### src/rtl/maf_pkg.sv
package maf_pkg;
  localparam int unsigned MAF_ADDR_BYTES = 6;
  localparam int unsigned MAF_WORD_W     = 32;
  localparam int unsigned MAF_MASK_LSB   = 24;
  localparam int unsigned MAF_SRC_BIT    = 30;
  localparam int unsigned MAF_EN_BIT     = 31;
endpackage

### src/rtl/maf_cfg_regs.sv
module maf_cfg_regs #(
  parameter int unsigned N_BYTES  = maf_pkg::MAF_ADDR_BYTES,
  parameter int unsigned WORD_W   = maf_pkg::MAF_WORD_W,
  parameter int unsigned MASK_LSB = maf_pkg::MAF_MASK_LSB,
  parameter int unsigned SRC_BIT  = maf_pkg::MAF_SRC_BIT,
  parameter int unsigned EN_BIT   = maf_pkg::MAF_EN_BIT
) (
  input  logic                   clk,
  input  logic                   rst,
  input  logic                   we,
  input  logic                   word,
  input  logic [WORD_W-1:0]      wdata,
  output logic                   en,
  output logic                   use_src,
  output logic [N_BYTES-1:0]     mask,
  output logic [8*N_BYTES-1:0]   addr
);
  localparam int unsigned AW = 8 * N_BYTES;
  localparam int unsigned HW = AW - WORD_W;

  logic [WORD_W-1:0] addr_lo;
  logic [HW-1:0]     addr_hi;

  always_ff @(posedge clk) begin
    if (rst) begin
      addr_lo <= '1;
      addr_hi <= '1;
      en      <= 1'b0;
      use_src <= 1'b0;
      mask    <= '0;
    end else if (we) begin
      if (!word) begin
        addr_lo <= wdata;
      end else begin
        addr_hi <= wdata[HW-1:0];
        mask    <= wdata[MASK_LSB +: N_BYTES];
        use_src <= wdata[SRC_BIT];
        en      <= wdata[EN_BIT];
      end
    end
  end

  assign addr = {addr_hi, addr_lo};
endmodule

### src/rtl/maf_byte_index.sv
module maf_byte_index #(
  parameter int unsigned N_BYTES = maf_pkg::MAF_ADDR_BYTES,
  localparam int unsigned HDR    = 2 * N_BYTES,
  localparam int unsigned IW     = $clog2(HDR + 1)
) (
  input  logic          clk,
  input  logic          rst,
  input  logic          rx_valid,
  input  logic          rx_sof,
  output logic [IW-1:0] idx
);
  logic [IW-1:0] cnt;

  assign idx = rx_sof ? '0 : cnt;

  always_ff @(posedge clk) begin
    if (rst) begin
      cnt <= IW'(HDR);
    end else if (rx_valid && (idx != IW'(HDR))) begin
      cnt <= idx + 1'b1;
    end
  end
endmodule

### src/rtl/maf_field_cmp.sv
module maf_field_cmp #(
  parameter int unsigned N_BYTES = maf_pkg::MAF_ADDR_BYTES,
  localparam int unsigned HDR    = 2 * N_BYTES,
  localparam int unsigned IW     = $clog2(HDR + 1),
  localparam int unsigned AW     = 8 * N_BYTES
) (
  input  logic               clk,
  input  logic               rst,
  input  logic               rx_valid,
  input  logic               rx_sof,
  input  logic [7:0]         rx_data,
  input  logic [IW-1:0]      idx,
  input  logic               en,
  input  logic               use_src,
  input  logic [N_BYTES-1:0] mask,
  input  logic [AW-1:0]      addr,
  output logic               match_valid,
  output logic               match
);
  logic [N_BYTES-1:0] byte_hit;
  logic [IW-1:0]      start;
  logic [IW-1:0]      kidx;
  logic               in_field;
  logic               last;
  logic               byte_ok;
  logic               acc;
  logic               acc_in;

  for (genvar k = 0; k < N_BYTES; k++) begin : g_byte
    assign byte_hit[k] = mask[k] | (rx_data == addr[8*k +: 8]);
  end

  assign start    = use_src ? IW'(N_BYTES) : '0;
  assign kidx     = idx - start;
  assign in_field = (idx >= start) && (idx < start + IW'(N_BYTES));
  assign last     = in_field && (kidx == IW'(N_BYTES - 1));
  assign acc_in   = rx_sof ? 1'b1 : acc;

  always_comb begin
    byte_ok = 1'b0;
    for (int k = 0; k < N_BYTES; k++) begin
      if (kidx == IW'(k)) byte_ok = byte_hit[k];
    end
  end

  always_ff @(posedge clk) begin
    if (rst) begin
      acc         <= 1'b1;
      match_valid <= 1'b0;
      match       <= 1'b0;
    end else if (rx_valid) begin
      if (rx_sof) begin
        match_valid <= 1'b0;
        match       <= 1'b0;
      end
      acc <= in_field ? (acc_in & byte_ok) : acc_in;
      if (last) begin
        match_valid <= 1'b1;
        match       <= en & acc_in & byte_ok;
      end
    end
  end

  // start of frame clears the result in the next cycle
  a_r8_sof_clears: assert property (@(posedge clk) disable iff (rst)
    (rx_valid && rx_sof) |=> (!match_valid && !match));
  // result held while no start of frame arrives
  a_r8_hold: assert property (@(posedge clk) disable iff (rst)
    (match_valid && !(rx_valid && rx_sof)) |=> (match_valid && $stable(match)));
  // idle cycles leave the outputs untouched
  a_r10_idle_stable: assert property (@(posedge clk) disable iff (rst)
    !rx_valid |=> ($stable(match_valid) && $stable(match)));
  // the result only appears after an accepted byte
  a_r3_rise_on_byte: assert property (@(posedge clk) disable iff (rst)
    $rose(match_valid) |-> $past(rx_valid));
endmodule

### src/rtl/maf_entry.sv
module maf_entry #(
  parameter int unsigned N_BYTES = maf_pkg::MAF_ADDR_BYTES,
  parameter int unsigned WORD_W  = maf_pkg::MAF_WORD_W
) (
  input  logic              clk,
  input  logic              rst,
  input  logic              cfg_we,
  input  logic              cfg_word,
  input  logic [WORD_W-1:0] cfg_wdata,
  input  logic              rx_valid,
  input  logic              rx_sof,
  input  logic [7:0]        rx_data,
  output logic              match_valid,
  output logic              match
);
  localparam int unsigned HDR = 2 * N_BYTES;
  localparam int unsigned IW  = $clog2(HDR + 1);
  localparam int unsigned AW  = 8 * N_BYTES;

  logic               en;
  logic               use_src;
  logic [N_BYTES-1:0] mask;
  logic [AW-1:0]      addr;
  logic [IW-1:0]      idx;

  maf_cfg_regs #(.N_BYTES(N_BYTES), .WORD_W(WORD_W)) u_cfg (
    .clk(clk), .rst(rst), .we(cfg_we), .word(cfg_word), .wdata(cfg_wdata),
    .en(en), .use_src(use_src), .mask(mask), .addr(addr)
  );

  maf_byte_index #(.N_BYTES(N_BYTES)) u_idx (
    .clk(clk), .rst(rst), .rx_valid(rx_valid), .rx_sof(rx_sof), .idx(idx)
  );

  maf_field_cmp #(.N_BYTES(N_BYTES)) u_cmp (
    .clk(clk), .rst(rst), .rx_valid(rx_valid), .rx_sof(rx_sof),
    .rx_data(rx_data), .idx(idx), .en(en), .use_src(use_src),
    .mask(mask), .addr(addr), .match_valid(match_valid), .match(match)
  );

  // a disabled entry never raises a match
  a_r2_disabled_no_match: assert property (@(posedge clk) disable iff (rst)
    (!en && !cfg_we && $rose(match_valid)) |-> !match);
  // all bytes masked and enabled gives a match on each result
  a_r7_full_mask: assert property (@(posedge clk) disable iff (rst)
    (en && (&mask) && !cfg_we && $rose(match_valid)) |-> match);
  // match is never reported without a valid result
  a_r8_match_needs_valid: assert property (@(posedge clk) disable iff (rst)
    match |-> match_valid);
endmodule

### config.mk
export PLATFORM = sky130hd
export DESIGN_NAME = maf_entry
export DESIGN_NICKNAME = d
export VERILOG_FILES = /design/src/rtl/maf_pkg.sv /design/src/rtl/maf_cfg_regs.sv /design/src/rtl/maf_byte_index.sv /design/src/rtl/maf_field_cmp.sv /design/src/rtl/maf_entry.sv
export SDC_FILE = /design/constraint.sdc
export NUM_CORES = 1
export LEC_CHECK = 0
export ABC_AREA = 1
export BUFFER_PORTS_ARGS = -buffer_cell sky130_fd_sc_hd__buf_2
export CAP_MARGIN = 20
export CORE_MARGIN = 2
export CORE_UTILIZATION = 30
export DETAILED_ROUTE_END_ITERATION = 6
export PLACE_DENSITY_LB_ADDON = 0.05
export RECOVER_POWER = 100
export SKIP_CTS_REPAIR_TIMING = 1
export SYNTH_ARGS = -nofsm -noshare
export SYNTH_HDL_FRONTEND = slang
export SYNTH_SLANG_ARGS = --single-unit
### constraint.sdc
create_clock -name clk -period 3.88 [get_ports clk]
set_input_delay 0 -clock clk [delete_from_list [all_inputs] [get_ports clk]]
set_output_delay 0 -clock clk [all_outputs]
set_load 0.03 [all_outputs]
* After elaboration in Yosys (flattened, before gate mapping)
Index checks and enable logic that the tools add are counted.
** Word-level totals
- Register bits :: 63
- Input port bits :: 46
- Output and inout port bits :: 2
- Word-level logic and storage cells :: 57
** Operators by class
- $add $sub $neg :: 3
- $lt $le $gt $ge :: 2
- Eq/ne operators :: 12
- Mux-type cells :: 13
- Bitwise operators :: 10
- Reduce and logical (&&, ||, !) cells :: 8
** Operator list (number)
- 8-bit == test :: 6
- 1-bit 2-to-1 mux :: 11
- 4-bit by 2-bit == test with 1-bit output (second input constant) :: 2
- 4-bit by 3-bit == test with 1-bit output (second input constant) :: 2
- 1-bit OR :: 6
- 2-bit AND reduction :: 3
- 4-bit by 1-bit adder with 4-bit output (second input constant) :: 1
- 4-bit by 3-bit adder with 4-bit output (second input constant) :: 1
- 4-bit by 1-bit == test with 1-bit output (second input constant) :: 1
- 4-bit greater-or-equal comparator :: 1
- 4-bit zero test :: 1
- 4-bit less-than comparator :: 1
- 4-bit 2-to-1 mux :: 1
- 4-bit != test (second input constant) :: 1
- 4-bit subtractor :: 1
- 1-bit AND :: 3
- 1-bit logical AND :: 3
- 3-bit 2-to-1 mux :: 1
- 2-bit nonzero test :: 1
- 1-bit inverter :: 1

* Longest topological paths before layout
- Word-level depth :: 11
- Gate-level depth with buffers :: 18
- Depth with buffers taken out :: 17

* Cells and area by module
Synthesis repeated with hierarchy kept, for this count alone.
** Second synthesis, totals
- Cell total of the unflattened synthesis :: 484
- Area total of the unflattened synthesis :: 3383.2 um^2
** Modules (own cells, without submodules)
- maf_cfg_regs :: instances 1, cells each 266, area each 2054.5 um^2, sequential area each 1121.1 um^2
- maf_field_cmp :: instances 1, cells each 179, area each 1074.8 um^2, sequential area each 60.1 um^2
- maf_byte_index :: instances 1, cells each 39, area each 254.0 um^2, sequential area each 80.1 um^2

* Worst setup path after synthesis
OpenSTA, ideal clock, no wires.
- Path type :: register to register
- Start point :: reg u_idx.cnt[1]
- End point :: reg u_cmp.acc
- Library setup time :: 0.115 ns
- Arrival time :: 1.824 ns
- Data required time :: 3.765 ns
- Path slack :: 1.941 ns
- Cell stages (with the launch flop) :: 17
- Path buffers :: 0
- Clock period less this slack :: 1.939 ns
- Path through :: dfxtp_1 > nand2_1 > ha_1 > inv_1 > fa_1 > xnor2_2 > nand2_1 > nor3_1 > inv_1 > nor2_1 > nand2_1 > nand2_1 > nand2_2 > nand2_1 > nand2_1 > nand2_1 > nand2_1
** Between the ends
- Longest elaborated chain between the ends :: 11
- Elaborated cells on any way between the ends :: 19
- Classes of those cells :: add/sub: 1; order compare: 2; eq/ne: 5; mux: 8; bitwise: 1; reduce/logical: 2
** RTL lines
- start, declared :: RTL line maf_byte_index.sv:12 : logic [IW-1:0] cnt;
- start signal, assigned :: RTL line maf_byte_index.sv:18 : cnt <= IW'(HDR);
- start signal, assigned :: RTL line maf_byte_index.sv:20 : cnt <= idx + 1'b1;
- 4-bit 2-to-1 mux (*) :: RTL line maf_byte_index.sv:14 : assign idx = rx_sof ? '0 : cnt;
- 4-bit subtractor :: RTL line maf_field_cmp.sv:34 : assign kidx = idx - start;
- 4-bit zero test :: RTL line maf_field_cmp.sv:42 : if (kidx == IW'(k)) byte_ok = byte_hit[k];
- 1-bit 2-to-1 mux (6 in series) :: RTL line maf_field_cmp.sv:42
- 1-bit AND :: RTL line maf_field_cmp.sv:56 : acc <= in_field ? (acc_in & byte_ok) : acc_in;
- 1-bit 2-to-1 mux (*) :: RTL line maf_field_cmp.sv:56
- end signal, assigned :: RTL line maf_field_cmp.sv:56
- end, declared :: RTL line maf_field_cmp.sv:26 : logic acc;
Every way passes the cells marked *; elsewhere a longest branch is shown, timed or not.
A chain may end at the register's enable or synchronous reset.

* Worst setup path after layout
Ends and elaborated chain as after synthesis.

==> results.yml <==
drt:
  ant_nets: 0
  routed_wirelength_mm: 8.68
  drc_errors: 0
  num_vias: 2936
  drt_iter0_markers: 130
  avgRoutedWirePerCell_um: 12.9
  vias_per_cell: 4.36
  dr.pass1.iters: 4
timing:
  min_period_ns: 2.06
  rsz0062_at_grt: "no"
  worst_pin_slew_ns: 0.802
  slew_violations: 0
  skew_ns: 0.00568
  finalHoldViolations: 0
  fmax_ghz: 0.485
  finalSetupViolations: 0
  tns_ns: 0
  post-route-period-util: 0.531
  relSlewSlack: 0.464
power_and_ir_drop:
  p_leak_uw: 0.00195
  p_int_uw: 1230
  p_per_area_mw_per_mm2: 406
  seq_power_share: 0.432
  netSwitchingFraction: 0.263
  power.switching_uw: 437
  worst_ir_drop_vdd_uv: 248
  power_frac_comb: 0.171
  clockPowerShare: 0.396
setup_path:
  path_cells: "nand2_1, ha_1, inv_1, fa_1, xnor2_1, nand2_1, nor3_1, inv_1, nor2_1, nand2_1, nand2_1, nand2_1, nand2_1, nand2_1, nand2_1, nand2_1"
  crit_arrival_ns: 2.30
  cp_max_fo: 4
  r2r_slack_ns: 1.82
  critical_path_class: "reg -> reg"
  cpPeakStageDelay_ns: 0.37
  ff2ff_path_depth: 16
  r2r_end: "u_cmp.acc$_SDFFE_PP1P_"
  regToRegStartpoint: "u_idx.cnt[1]$_SDFFE_PP0P_"
  worstSetupEndpointType: "flop"
  cpMostUsedCell: "nand2_1"
  cp.required_ns: 4.11
  cp_slowest_cell: "fa_1"
  start_kind: "flop"
run_status:
  outcome: "finished clean"
synth:
  seq_area_frac_synth: 0.388
  yosys_warnings: 0
  synth_cells: 459
  netlist_top_cells_area: "dfxtp_1, nand2_1, nand3_1"
  yosysTopAreaCell: "dfxtp_1"
  syn_area_per_cell_um2: 7.09
  synth_nets: 512
  ys_ff_latch: 63
  synth_area_mm2: 0.00325
  yosysUniqueCellTypes: 29
  synth_top_area_frac: 0.388
clock_tree:
  clockBufferDepth: 2
  cts-root-buf: "clkbuf_8"
  clk_latency_ns: 0.34
  clock-sinks: 63
  numCtsBuffers: 9
  cts_tree: "done"
  clk_pin_slew_ns: 0.07
  ctsHtreeMaxLevel: 3
final_layout:
  drive_above_1_share: 0.144
  nNetsFinal: 583
  utilization: 0.383
  n_antenna_cell: 0
  syn_to_final_growth_pct: 26.0
floorplan:
  die_area_mm2: 0.0117
  rows: 38
  die_height_um: 108
  io_pins: 48
  start_util: 0.304
  dieWidth_um: 108
  core-area_mm2: 0.0107
run:
  maxCapViolCount: 0
min_path:
  min_path_type: "in -> reg"
  hold_path.startpoint: "rx_sof"
  whs_endpoint: "u_cmp.match_valid$_SDFFE_PP0P_"
  hold_depth: 4
global_routing:
  track_usage: 0.161
  grt_pass1_vias: 2828
  grt_antenna_before_repair: 0
  overflow: 0
  grt_pass1_wl_mm: 14.2
  grt_start_max_net_pins: 61
place:
  place_congestion: 0.777
  post-dp-hpwl_mm: 5.84
  io_buffer_count: 47
-- layout make-up --
| class | instances | area, um^2 |
|---|---|---|
| flip-flops and latches | 63 | 1260 |
| repair buffers | 84 | 593 |
| inverters | 39 | 150 |
| fillers | 1173 | 6600 |
| clock buffers | 12 | 165 |
| multi-input cells | 333 | 1690 |
| clock inverters | 3 | 65.1 |
| well taps | 140 | 175 |
-- synthesized netlist by cell type --
| cell | instances |
|---|---|
| a21oi_1 | 5 |
| a21oi_2 | 1 |
| a31oi_1 | 1 |
| buf_6 | 8 |
| clkbuf_1 | 16 |
| clkinv_1 | 1 |
| clkinv_2 | 1 |
| dfxtp_1 | 63 |
| fa_1 | 1 |
| ha_1 | 6 |
| inv_1 | 29 |
| inv_2 | 7 |
| inv_4 | 1 |
| nand2_1 | 161 |
| nand2_2 | 5 |
| nand3_1 | 44 |
| nand4_1 | 1 |
| nor2_1 | 37 |
| nor2b_1 | 1 |
| nor3_1 | 3 |
| nor4_1 | 3 |
| o211ai_1 | 12 |
| o21ai_0 | 11 |
| o21ai_1 | 1 |
| o311ai_1 | 1 |
| xnor2_1 | 17 |
| xnor2_2 | 1 |
| xor2_1 | 20 |
| xor2_2 | 1 |
-- registers in the layout (all words and copies together) (netlist names) --
signal	flops
u_cfg.addr_hi	16
u_cfg.addr_lo	32
u_cfg.en	1
u_cfg.mask	6
u_cfg.use_src	1
u_cmp.acc	1
u_cmp.match	1
u_cmp.match_valid	1
u_idx.cnt	4
-- power groups by stage --
stage               registers [uW]  clock network, uW  logic, uW
floorplan                      729                  0        200
global placement               735                  0        266
detailed placement             735                  0        268
CTS                            720                690        269
global route                   725                717        336
finish                         720                660        285
-- worst max-delay path: cells and delay by family (launching register included) --
kind                     cells  cell delay (ns)
adder cells (fa/ha/maj)      2             0.53
buffers and inverters        2             0.13
AND/OR/NAND/NOR             11             0.78
XOR/XNOR                     1             0.18
flip-flops                   1             0.32
-- through the flow --
stage	cell area, um^2	power (uW)	instances	hold slack [ns]	setup WS (ns)
2_1_floorplan	3250	928	459	0.0624	1.94
3_3_place_gp	3540	1000	625	0.212	1.83
3_5_place_dp	3540	1000	625	0.214	1.81
4_1_cts	3770	1680	640	-0.157	1.80
5_1_grt	4100	1780	674	0.0441	1.36
6_report	4100	1670	674	0.0246	1.82
-- worst max-delay path by stage --
stage,from,endpoint,slack (ns)
after floorplan,u_idx.cnt[1]$_SDFFE_PP0P_,u_cmp.acc$_SDFFE_PP1P_,1.94
after CTS,u_idx.cnt[1]$_SDFFE_PP0P_,u_cmp.acc$_SDFFE_PP1P_,1.80
after detailed placement,u_idx.cnt[1]$_SDFFE_PP0P_,u_cmp.acc$_SDFFE_PP1P_,1.81
after global placement,u_idx.cnt[1]$_SDFFE_PP0P_,u_cmp.acc$_SDFFE_PP1P_,1.83
after global routing,u_idx.cnt[1]$_SDFFE_PP0P_,u_cmp.acc$_SDFFE_PP1P_,1.36
final,u_idx.cnt[1]$_SDFFE_PP0P_,u_cmp.acc$_SDFFE_PP1P_,1.82
-- layout by cell type (no fill, tap or decap), drive strengths merged, types with 2 or more instances in the layout --
cell         Yosys  final
dfxtp           63     63
xor2            21     21
nand3           44     44
buf              8     46
clkinv           2      3
bufinv           0      2
o21ai           12     12
nor2            37     37
nor3             3      3
ha               6      6
o211ai          12     12
nand2          166    166
xnor2           18     18
inv             37     37
a21oi            6      6
nor4             3      3
dlygate4sd3      0     34
clkbuf          16     16
-- cells by family after synthesis --
family	Yosys count	share of synthesized area
AO/OA/AOI/OAI	32	0.0612
AND/OR/NAND/NOR	255	0.320
XOR/XNOR	39	0.110
flip-flops	63	0.388
buffers and inverters	63	0.0923
adder cells (fa/ha/maj)	7	0.0292
-- routing by layer --
layer | up-vias | GRT usage | share of wire
li1 | 1571 | - | -
met1 | 1319 | 0.199 | 0.47
met2 | 37 | 0.277 | 0.49
met3 | 9 | 0.0410 | 0.028
met4 | 0 | 0.0440 | 0.012
met5 | - | 0 | 0
Note: power is estimated with default switching activity, not from simulation.
